--- config.mk ---
export PLATFORM = sky130hd
export DESIGN_NAME = rpm_top
export DESIGN_NICKNAME = d
export VERILOG_FILES = /design/src/rtl/rpm_pkg.sv /design/src/rtl/rpm_issue.sv /design/src/rtl/rpm_reset_gate.sv /design/src/rtl/rpm_top.sv
export SDC_FILE = /design/constraint.sdc
export NUM_CORES = 1
export LEC_CHECK = 0
export ABC_AREA = 1
export BUFFER_PORTS_ARGS = -buffer_cell sky130_fd_sc_hd__buf_2
export CAP_MARGIN = 20
export CORE_UTILIZATION = 47
export DETAILED_ROUTE_END_ITERATION = 6
export PLACE_DENSITY = 0.76
export SYNTH_ARGS = -nofsm -noshare
export SYNTH_HDL_FRONTEND = slang
export SYNTH_SLANG_ARGS = --single-unit
--- constraint.sdc ---
create_clock -name clk -period 1.8 [get_ports clk]
set_input_delay 0.27 -clock clk [delete_from_list [all_inputs] [get_ports clk]]
set_output_delay 0.27 -clock clk [all_outputs]
set_load 0.05 [all_outputs]
--- src/rtl/rpm_pkg.sv ---
package rpm_pkg;

    localparam int RPM_ADDR_W = 32;
    localparam int RPM_DATA_W = 32;

    typedef enum logic [1:0] {
        ENG_IDLE  = 2'd0,
        ENG_ISSUE = 2'd1,
        ENG_GAP   = 2'd2
    } eng_state_e;

    typedef struct packed {
        logic                  write;
        logic [RPM_ADDR_W-1:0] addr;
        logic [RPM_DATA_W-1:0] wdata;
    } rpm_req_t;

    function automatic rpm_req_t rpm_make_req(
        input logic                  write,
        input logic [RPM_ADDR_W-1:0] addr,
        input logic [RPM_DATA_W-1:0] wdata
    );
        rpm_req_t r;
        r.write = write;
        r.addr  = addr;
        r.wdata = wdata;
        return r;
    endfunction

endpackage

--- src/rtl/rpm_issue.sv ---
module rpm_issue
    import rpm_pkg::*;
#(
    parameter int CNT_W = 4
) (
    input  logic                  clk,
    input  logic                  rst,
    input  logic                  accept,
    input  rpm_req_t              req_in,
    input  logic                  bus_done,
    input  logic                  bus_retry,
    input  logic [RPM_DATA_W-1:0] bus_rdata,
    output logic                  bus_req,
    output rpm_req_t              held,
    output logic                  idle,
    output logic                  rsp_valid,
    output logic [RPM_DATA_W-1:0] rsp_rdata,
    output logic [CNT_W-1:0]      retry_cnt
);

    eng_state_e state;
    logic       retried;

    always_ff @(posedge clk) begin
        if (rst) begin
            state     <= ENG_IDLE;
            held      <= '0;
            retried   <= 1'b0;
            retry_cnt <= '0;
            rsp_valid <= 1'b0;
            rsp_rdata <= '0;
        end else begin
            rsp_valid <= 1'b0;
            case (state)
                ENG_IDLE: begin
                    if (accept) begin
                        held    <= req_in;
                        retried <= 1'b0;
                        state   <= ENG_ISSUE;
                    end
                end
                ENG_ISSUE: begin
                    if (bus_done) begin
                        state     <= ENG_IDLE;
                        rsp_valid <= 1'b1;
                        rsp_rdata <= bus_rdata;
                        retried   <= 1'b0;
                        if (retried) begin
                            retry_cnt <= retry_cnt - CNT_W'(1);
                        end
                    end else if (bus_retry) begin
                        state <= ENG_GAP;
                        if (!retried) begin
                            retried   <= 1'b1;
                            retry_cnt <= retry_cnt + CNT_W'(1);
                        end
                    end
                end
                ENG_GAP: begin
                    state <= ENG_ISSUE;
                end
                default: state <= ENG_IDLE;
            endcase
        end
    end

    assign bus_req = (state == ENG_ISSUE);
    assign idle    = (state == ENG_IDLE);

endmodule

--- src/rtl/rpm_reset_gate.sv ---
module rpm_reset_gate #(
    parameter int QUIET_LOG2 = 15
) (
    input  logic clk,
    input  logic rst,
    input  logic sw_rst_strobe,
    input  logic sw_enable_strobe,
    input  logic cfg_quiet_en,
    input  logic engine_drained,
    output logic apply,
    output logic enabled,
    output logic pending,
    output logic quiet
);

    localparam int            QW        = QUIET_LOG2 + 1;
    localparam logic [QW-1:0] QUIET_LEN = QW'(1) << QUIET_LOG2;

    logic [QW-1:0] quiet_cnt;

    assign apply = pending && engine_drained;
    assign quiet = (quiet_cnt != '0);

    always_ff @(posedge clk) begin
        if (rst) begin
            pending   <= 1'b0;
            enabled   <= 1'b0;
            quiet_cnt <= '0;
        end else begin
            if (sw_rst_strobe) begin
                pending <= 1'b1;
            end else if (apply) begin
                pending <= 1'b0;
            end

            if (apply) begin
                enabled <= 1'b0;
            end else if (sw_enable_strobe && !quiet) begin
                enabled <= 1'b1;
            end

            if (apply && cfg_quiet_en) begin
                quiet_cnt <= QUIET_LEN;
            end else if (quiet) begin
                quiet_cnt <= quiet_cnt - QW'(1);
            end
        end
    end

endmodule

--- src/rtl/rpm_top.sv ---
module rpm_top
    import rpm_pkg::*;
#(
    parameter int CNT_W      = 4,
    parameter int QUIET_LOG2 = 15
) (
    input  logic                  clk,
    input  logic                  bus_rst,
    input  logic                  cfg_quiet_en,
    input  logic                  sw_rst_strobe,
    input  logic                  sw_enable_strobe,
    input  logic                  lreq_valid,
    output logic                  lreq_ready,
    input  logic                  lreq_write,
    input  logic [RPM_ADDR_W-1:0] lreq_addr,
    input  logic [RPM_DATA_W-1:0] lreq_wdata,
    output logic                  bus_req,
    output logic                  bus_write,
    output logic [RPM_ADDR_W-1:0] bus_addr,
    output logic [RPM_DATA_W-1:0] bus_wdata,
    input  logic                  bus_done,
    input  logic                  bus_retry,
    input  logic [RPM_DATA_W-1:0] bus_rdata,
    output logic                  rsp_valid,
    output logic [RPM_DATA_W-1:0] rsp_rdata,
    output logic                  stat_enabled,
    output logic                  stat_rst_pending,
    output logic                  stat_quiet,
    output logic [CNT_W-1:0]      stat_retry_cnt
);

    rpm_req_t req_in;
    rpm_req_t held;
    logic     idle;
    logic     apply;
    logic     drained;
    logic     accept;
    logic     issue_rst;

    assign req_in     = rpm_make_req(lreq_write, lreq_addr, lreq_wdata);
    assign lreq_ready = stat_enabled && !stat_rst_pending && idle;
    assign accept     = lreq_valid && lreq_ready;
    assign drained    = idle && (stat_retry_cnt == '0);
    assign issue_rst  = bus_rst || apply;

    rpm_issue #(
        .CNT_W(CNT_W)
    ) u_issue (
        .clk      (clk),
        .rst      (issue_rst),
        .accept   (accept),
        .req_in   (req_in),
        .bus_done (bus_done),
        .bus_retry(bus_retry),
        .bus_rdata(bus_rdata),
        .bus_req  (bus_req),
        .held     (held),
        .idle     (idle),
        .rsp_valid(rsp_valid),
        .rsp_rdata(rsp_rdata),
        .retry_cnt(stat_retry_cnt)
    );

    rpm_reset_gate #(
        .QUIET_LOG2(QUIET_LOG2)
    ) u_gate (
        .clk             (clk),
        .rst             (bus_rst),
        .sw_rst_strobe   (sw_rst_strobe),
        .sw_enable_strobe(sw_enable_strobe),
        .cfg_quiet_en    (cfg_quiet_en),
        .engine_drained  (drained),
        .apply           (apply),
        .enabled         (stat_enabled),
        .pending         (stat_rst_pending),
        .quiet           (stat_quiet)
    );

    assign bus_write = held.write;
    assign bus_addr  = held.addr;
    assign bus_wdata = held.wdata;

endmodule

Word-level counts from Yosys, hierarchy flattened
Cells that the tools add are included.

Add/sub/neg operators: 3. $mul: 0. Div/mod/pow operators: 0. Magnitude comparators: 0. Equality and inequality tests: 6. Shift-type cells: 0. Multiplexer cells: 17. Bitwise logic cells: 1. Reduce and logical (&&, ||, !) cells: 25.

Operators with widths (number): $mux 16 (2); $mux 4 (4); $reduce_bool 16->1 (1); $sub 16x1->16 const B (1); $reduce_bool 2->1 (4); $logic_and 1x1->1 (7); $mux 1 (6); $mux 2 (3); $pmux 2 s3 (1); $reduce_and 2->1 (3); $reduce_or 2->1 (3); $add 4x1->4 const B (1); $logic_not 4->1 (1); $ne 2x1->1 const B (2); $reduce_and 4->1 (1); $sub 4x1->4 const B (1); $ne 3x1->1 const B (1); $reduce_and 3->1 (1); $eq 2x1->1 const B (1); $eq 2x2->1 const B (1); $logic_not 1->1 (2); $logic_not 2->1 (1); $ne 2x2->1 const B (1); $pmux 1 s2 (1); other kinds (2) (2).

Register bits: 123. Latch bits: 0. Bits in writable memories: 0. ROM bits: 0. Input bits: 105. Output and inout bits: 107. Logic and storage cells: 64. Memories kept: 0.

Depth between registers and ports, before layout
Depth in word-level cells: 6. Depth in mapped cells: 9. Gate-level depth less buffers: 9.

By module
From an unflattened synthesis, not the netlist that was laid out.

Cell total of the unflattened synthesis: 658. Area, all modules: 5044.8 um^2.

Modules (own cells, without submodules): rpm_issue (times used 1, cells an instance 495, area an instance 3953.8 um^2, seq. area each 2102.0 um^2); rpm_reset_gate (times used 1, cells an instance 152, area an instance 1041.0 um^2, seq. area each 360.3 um^2); rpm_top (times used 1, cells an instance 11, area an instance 50.0 um^2, seq. area each 0.0 um^2).

Worst setup path before layout
No wires, ideal clock.

Path type: register to register. From: reg u_gate.enabled. To: reg, netlist name u_issue.held[10]. Setup time: 0.070 ns. Data arrival time: 1.627 ns. Required time: 1.730 ns. Path slack: 0.103 ns. Cell stages (with the launch flop): 6. Path buffers: 1. Period minus slack after synthesis: 1.697 ns. Cell sequence: dfxtp_1 -> inv_1 -> nor4_2 -> buf_2 -> nand3_1 -> a21oi_1.

Word-level cells in the longest chain between the ends: 4.

RTL lines: start: declaration (line rpm_reset_gate.sv:11) `output logic enabled,`; start signal: assignment (line rpm_reset_gate.sv:27) `enabled <= 1'b0;`; start signal: assignment (line rpm_reset_gate.sv:37) `enabled <= 1'b0;`; start signal: assignment (line rpm_reset_gate.sv:39) `enabled <= 1'b1;`; $logic_and 1x1->1 (2 in a row) (line rpm_top.sv:41) `assign lreq_ready = stat_enabled && !stat_rst_pending && idle;`; named net lreq_ready (line rpm_top.sv:13) `output logic lreq_ready,`; $logic_and 1x1->1 (line rpm_top.sv:42) `assign accept = lreq_valid && lreq_ready;`; $reduce_and 2->1 (no line).

The timed path passes the listed nets, and every way through them passes these cells. A chain may end at the register's enable or synchronous reset.

Worst setup path in the final report
From: reg u_gate.quiet_cnt[6]. To: out stat_quiet.

Word-level cells in the longest chain between the ends: 1.

RTL lines: start: declaration (line rpm_reset_gate.sv:19) `logic [QW-1:0] quiet_cnt;`; start signal: assignment (line rpm_reset_gate.sv:45) `quiet_cnt <= quiet_cnt - QW'(1);`; $reduce_bool 16->1 (line rpm_reset_gate.sv:22) `assign quiet = (quiet_cnt != '0);`; end: declaration (line rpm_top.sv:28) `output logic stat_quiet,`.

No other way between the ends.

==> metrics <==
initial core utilization 49.4%; Die Footprint 10900 um2; Root Buffer Master clkbuf_8; final hold slack 0.0219 ns; register-to-register setup slack 0.08 ns; WL final 14000 um; largest cells by area after synthesis dfxtp_1 (50%), nand2_1 (12%), a21oi_1 (11%); RSZ-0062 raised after global routing true; synth cell count leaders nand2_1 (154), dfxtp_1 (123), a21oi_1 (109); Std-Cell Rows 36; sequential share of the synthesized area 50.1%; Peak supply drop 0.592 mV; Die H 104 um; # setup viols final 1; crit-path max FO 3; number of different library cells in the post-synthesis netlist 23; vias in the first global route 4901; Worst setup endpoint stat_quiet; Hold Crit Class input pin to flip-flop; Final Hold Violating Endpoints 0; Synth Cell Area 4920 um2; Avg WL per Cell 14.1 um; placed instance count 951; CP Class flip-flop to output pin; Worst R2R End u_gate.pending; final worst slack -0.0235 ns; CTS Buffer Depth 2; crit path capture type output pin; layout cell share with drive strength beyond 1 31.8%; Slew Viols, Final 0; Final Util 68.3%; antenna-violating nets left 0; die width 104 um; Syn Inst Count 640; Slew Limit Headroom 71.0%; CTS Buf Count 17; Yosys top cell area share 50.1%; Max-cap violations 0; Worst Reg-to-Reg Cells 5; worst path required time 1.53 ns; core area 9950 um2; CP arrival 1.55 ns; IO Count 212; Reg clk slew, reported paths 0.06 ns; initial antenna violation count 0; part of the cycle the worst path needs 101%; number of flops mapped to enable cells by yosys 0; vias per cell 5.18; gr ovfl total 0; CTS H-tree lvls 4; nets@finish 956; Starting DRT DRC Count 328; Final Skew 0.00781 ns; 1st-pass router iterations 5; clk sinks 123; largest net degree at the start of global routing 57; post-synthesis register bit count 123; Synth Flop Type dfxtp_1; number of diodes 0; clock period minus worst slack 1.82 ns; DRC Markers 0; cell with the most instances after synthesis nand2_1; top achievable clock speed 548 MHz; detailed placer's ending HPWL 9330 um; RR Startpoint u_issue.state[0]; Synth async-reset ratio 0%; Synth area leader dfxtp_1; Port Buffers 211; syn nets 750; Slew @ Worst Pin 0.434 ns; Total GRT Usage 25.6%; leakage 0.00304 uW; syn avg cell area 7.68 um2; setup_tns -0.0235 ns; clk_lat worst skew 0.51 ns; Synthesis Warnings 0; Finished Layout Cells 992; via count 5140; P&R area growth vs syn 38.2%; Worst Setup SP u_gate.quiet_cnt[6]; outcome finished, violations left; global-route wire length before repair 22500 um; RD Place Congestion 0.894; Pwr per Cell Area 1260 nW/um2; failing checks setup timing; CTS tree done; crit path launch type flip-flop
==> cell families after synthesis <==
kind of cell,Yosys count,share of synthesized area [%]
flops,123,50.1
buf+inv,65,6.77
compound gates,112,11.5
fa+ha+maj,5,1.43
simple gates,325,28.5
xor+xnor,10,1.78
==> cell usage in the layout (no fill, tap or decap), drive strengths merged <==
master	n
a21oi	109
nor4	1
nor2	53
xnor2	5
nand3b	5
inv	21
ha	4
nand3	105
o21ai	3
fa	1
or2	1
clkbuf	21
bufinv	4
clkinvlp	3
nand4	5
dfxtp	123
clkinv	4
dlygate4sd3	4
buf	227
nand2	155
xor2	5
==> through the flow <==
step	power (uW)	area, um2	worst slack, ns
3_3_place_gp	4770	6050	0.255
6_report	8580	6800	-0.0235
5_1_grt	9000	6800	-0.0701
3_5_place_dp	4850	6050	0.204
4_1_cts	8480	6740	-0.0334
2_1_floorplan	4410	4920	0.103
==> where the power goes <==
group	switching, uW	internal [uW]
registers	148	2880
clock network	1180	2350
logic	1320	705
total	2650	5940
==> worst min path at each step <==
stage                               startpoint              endpoint  slack (ns)  depth (start not counted)
after CTS                         lreq_addr[2]      u_issue.held[34]      0.0004                          3
after detailed placement  u_issue.rsp_rdata[4]  u_issue.rsp_rdata[4]        0.45                          2
after global placement    u_issue.rsp_rdata[3]  u_issue.rsp_rdata[3]        0.45                          2
after floorplan                        bus_rst  u_gate.quiet_cnt[15]        0.34                          1
final                             lreq_addr[2]      u_issue.held[34]        0.02                          3
after global routing              lreq_addr[3]      u_issue.held[35]       0.003                          3
==> flip-flops by register name (all words and copies together), names as in the netlist <==
register           flops
u_issue.rsp_valid      1
u_gate.pending         1
u_gate.enabled         1
u_issue.retry_cnt      4
u_issue.rsp_rdata     32
u_issue.state          2
u_issue.held          65
u_issue.retried        1
u_gate.quiet_cnt      16
==> area by class of cell <==
| type | instances | area (um2) |
|---|---|---|
| inverter | 21 | 81.3 |
| tap | 133 | 166 |
| multi-input combinational | 452 | 2160 |
| clock inverter | 11 | 166 |
| timing repair buffer | 231 | 1290 |
| fill | 836 | 3160 |
| clock buffer | 21 | 459 |
| sequential | 123 | 2470 |
==> critical path, cell delays in order (launching register included) <==
cell and delay, ns:
dfxtp_2 0.35, nor2_4 0.13, nand2_1 0.09, nor2_2 0.15, nand4_1 0.13, buf_6 0.18
==> per-layer routing <==
metal / global-route usage [%] / share of wire [%] / routed length [um]
met1: 29.5 / 40 / 5580
met2: 43.0 / 50 / 6960
met3: 8.21 / 7.3 / 1020
met4: 11.7 / 2.8 / 389
met5: 0 / 0 / 0
==> repair_timing <==
action	CTS	global route
pin swaps	2	5
setup buffers	1	4
hold buffers	4	0
setup endpoints to repair	3	4
hold endpoints to repair	3	0
gates cloned	0	0
gates resized for setup	8	10
No activity file was read; power rests on OpenSTA's default activity.
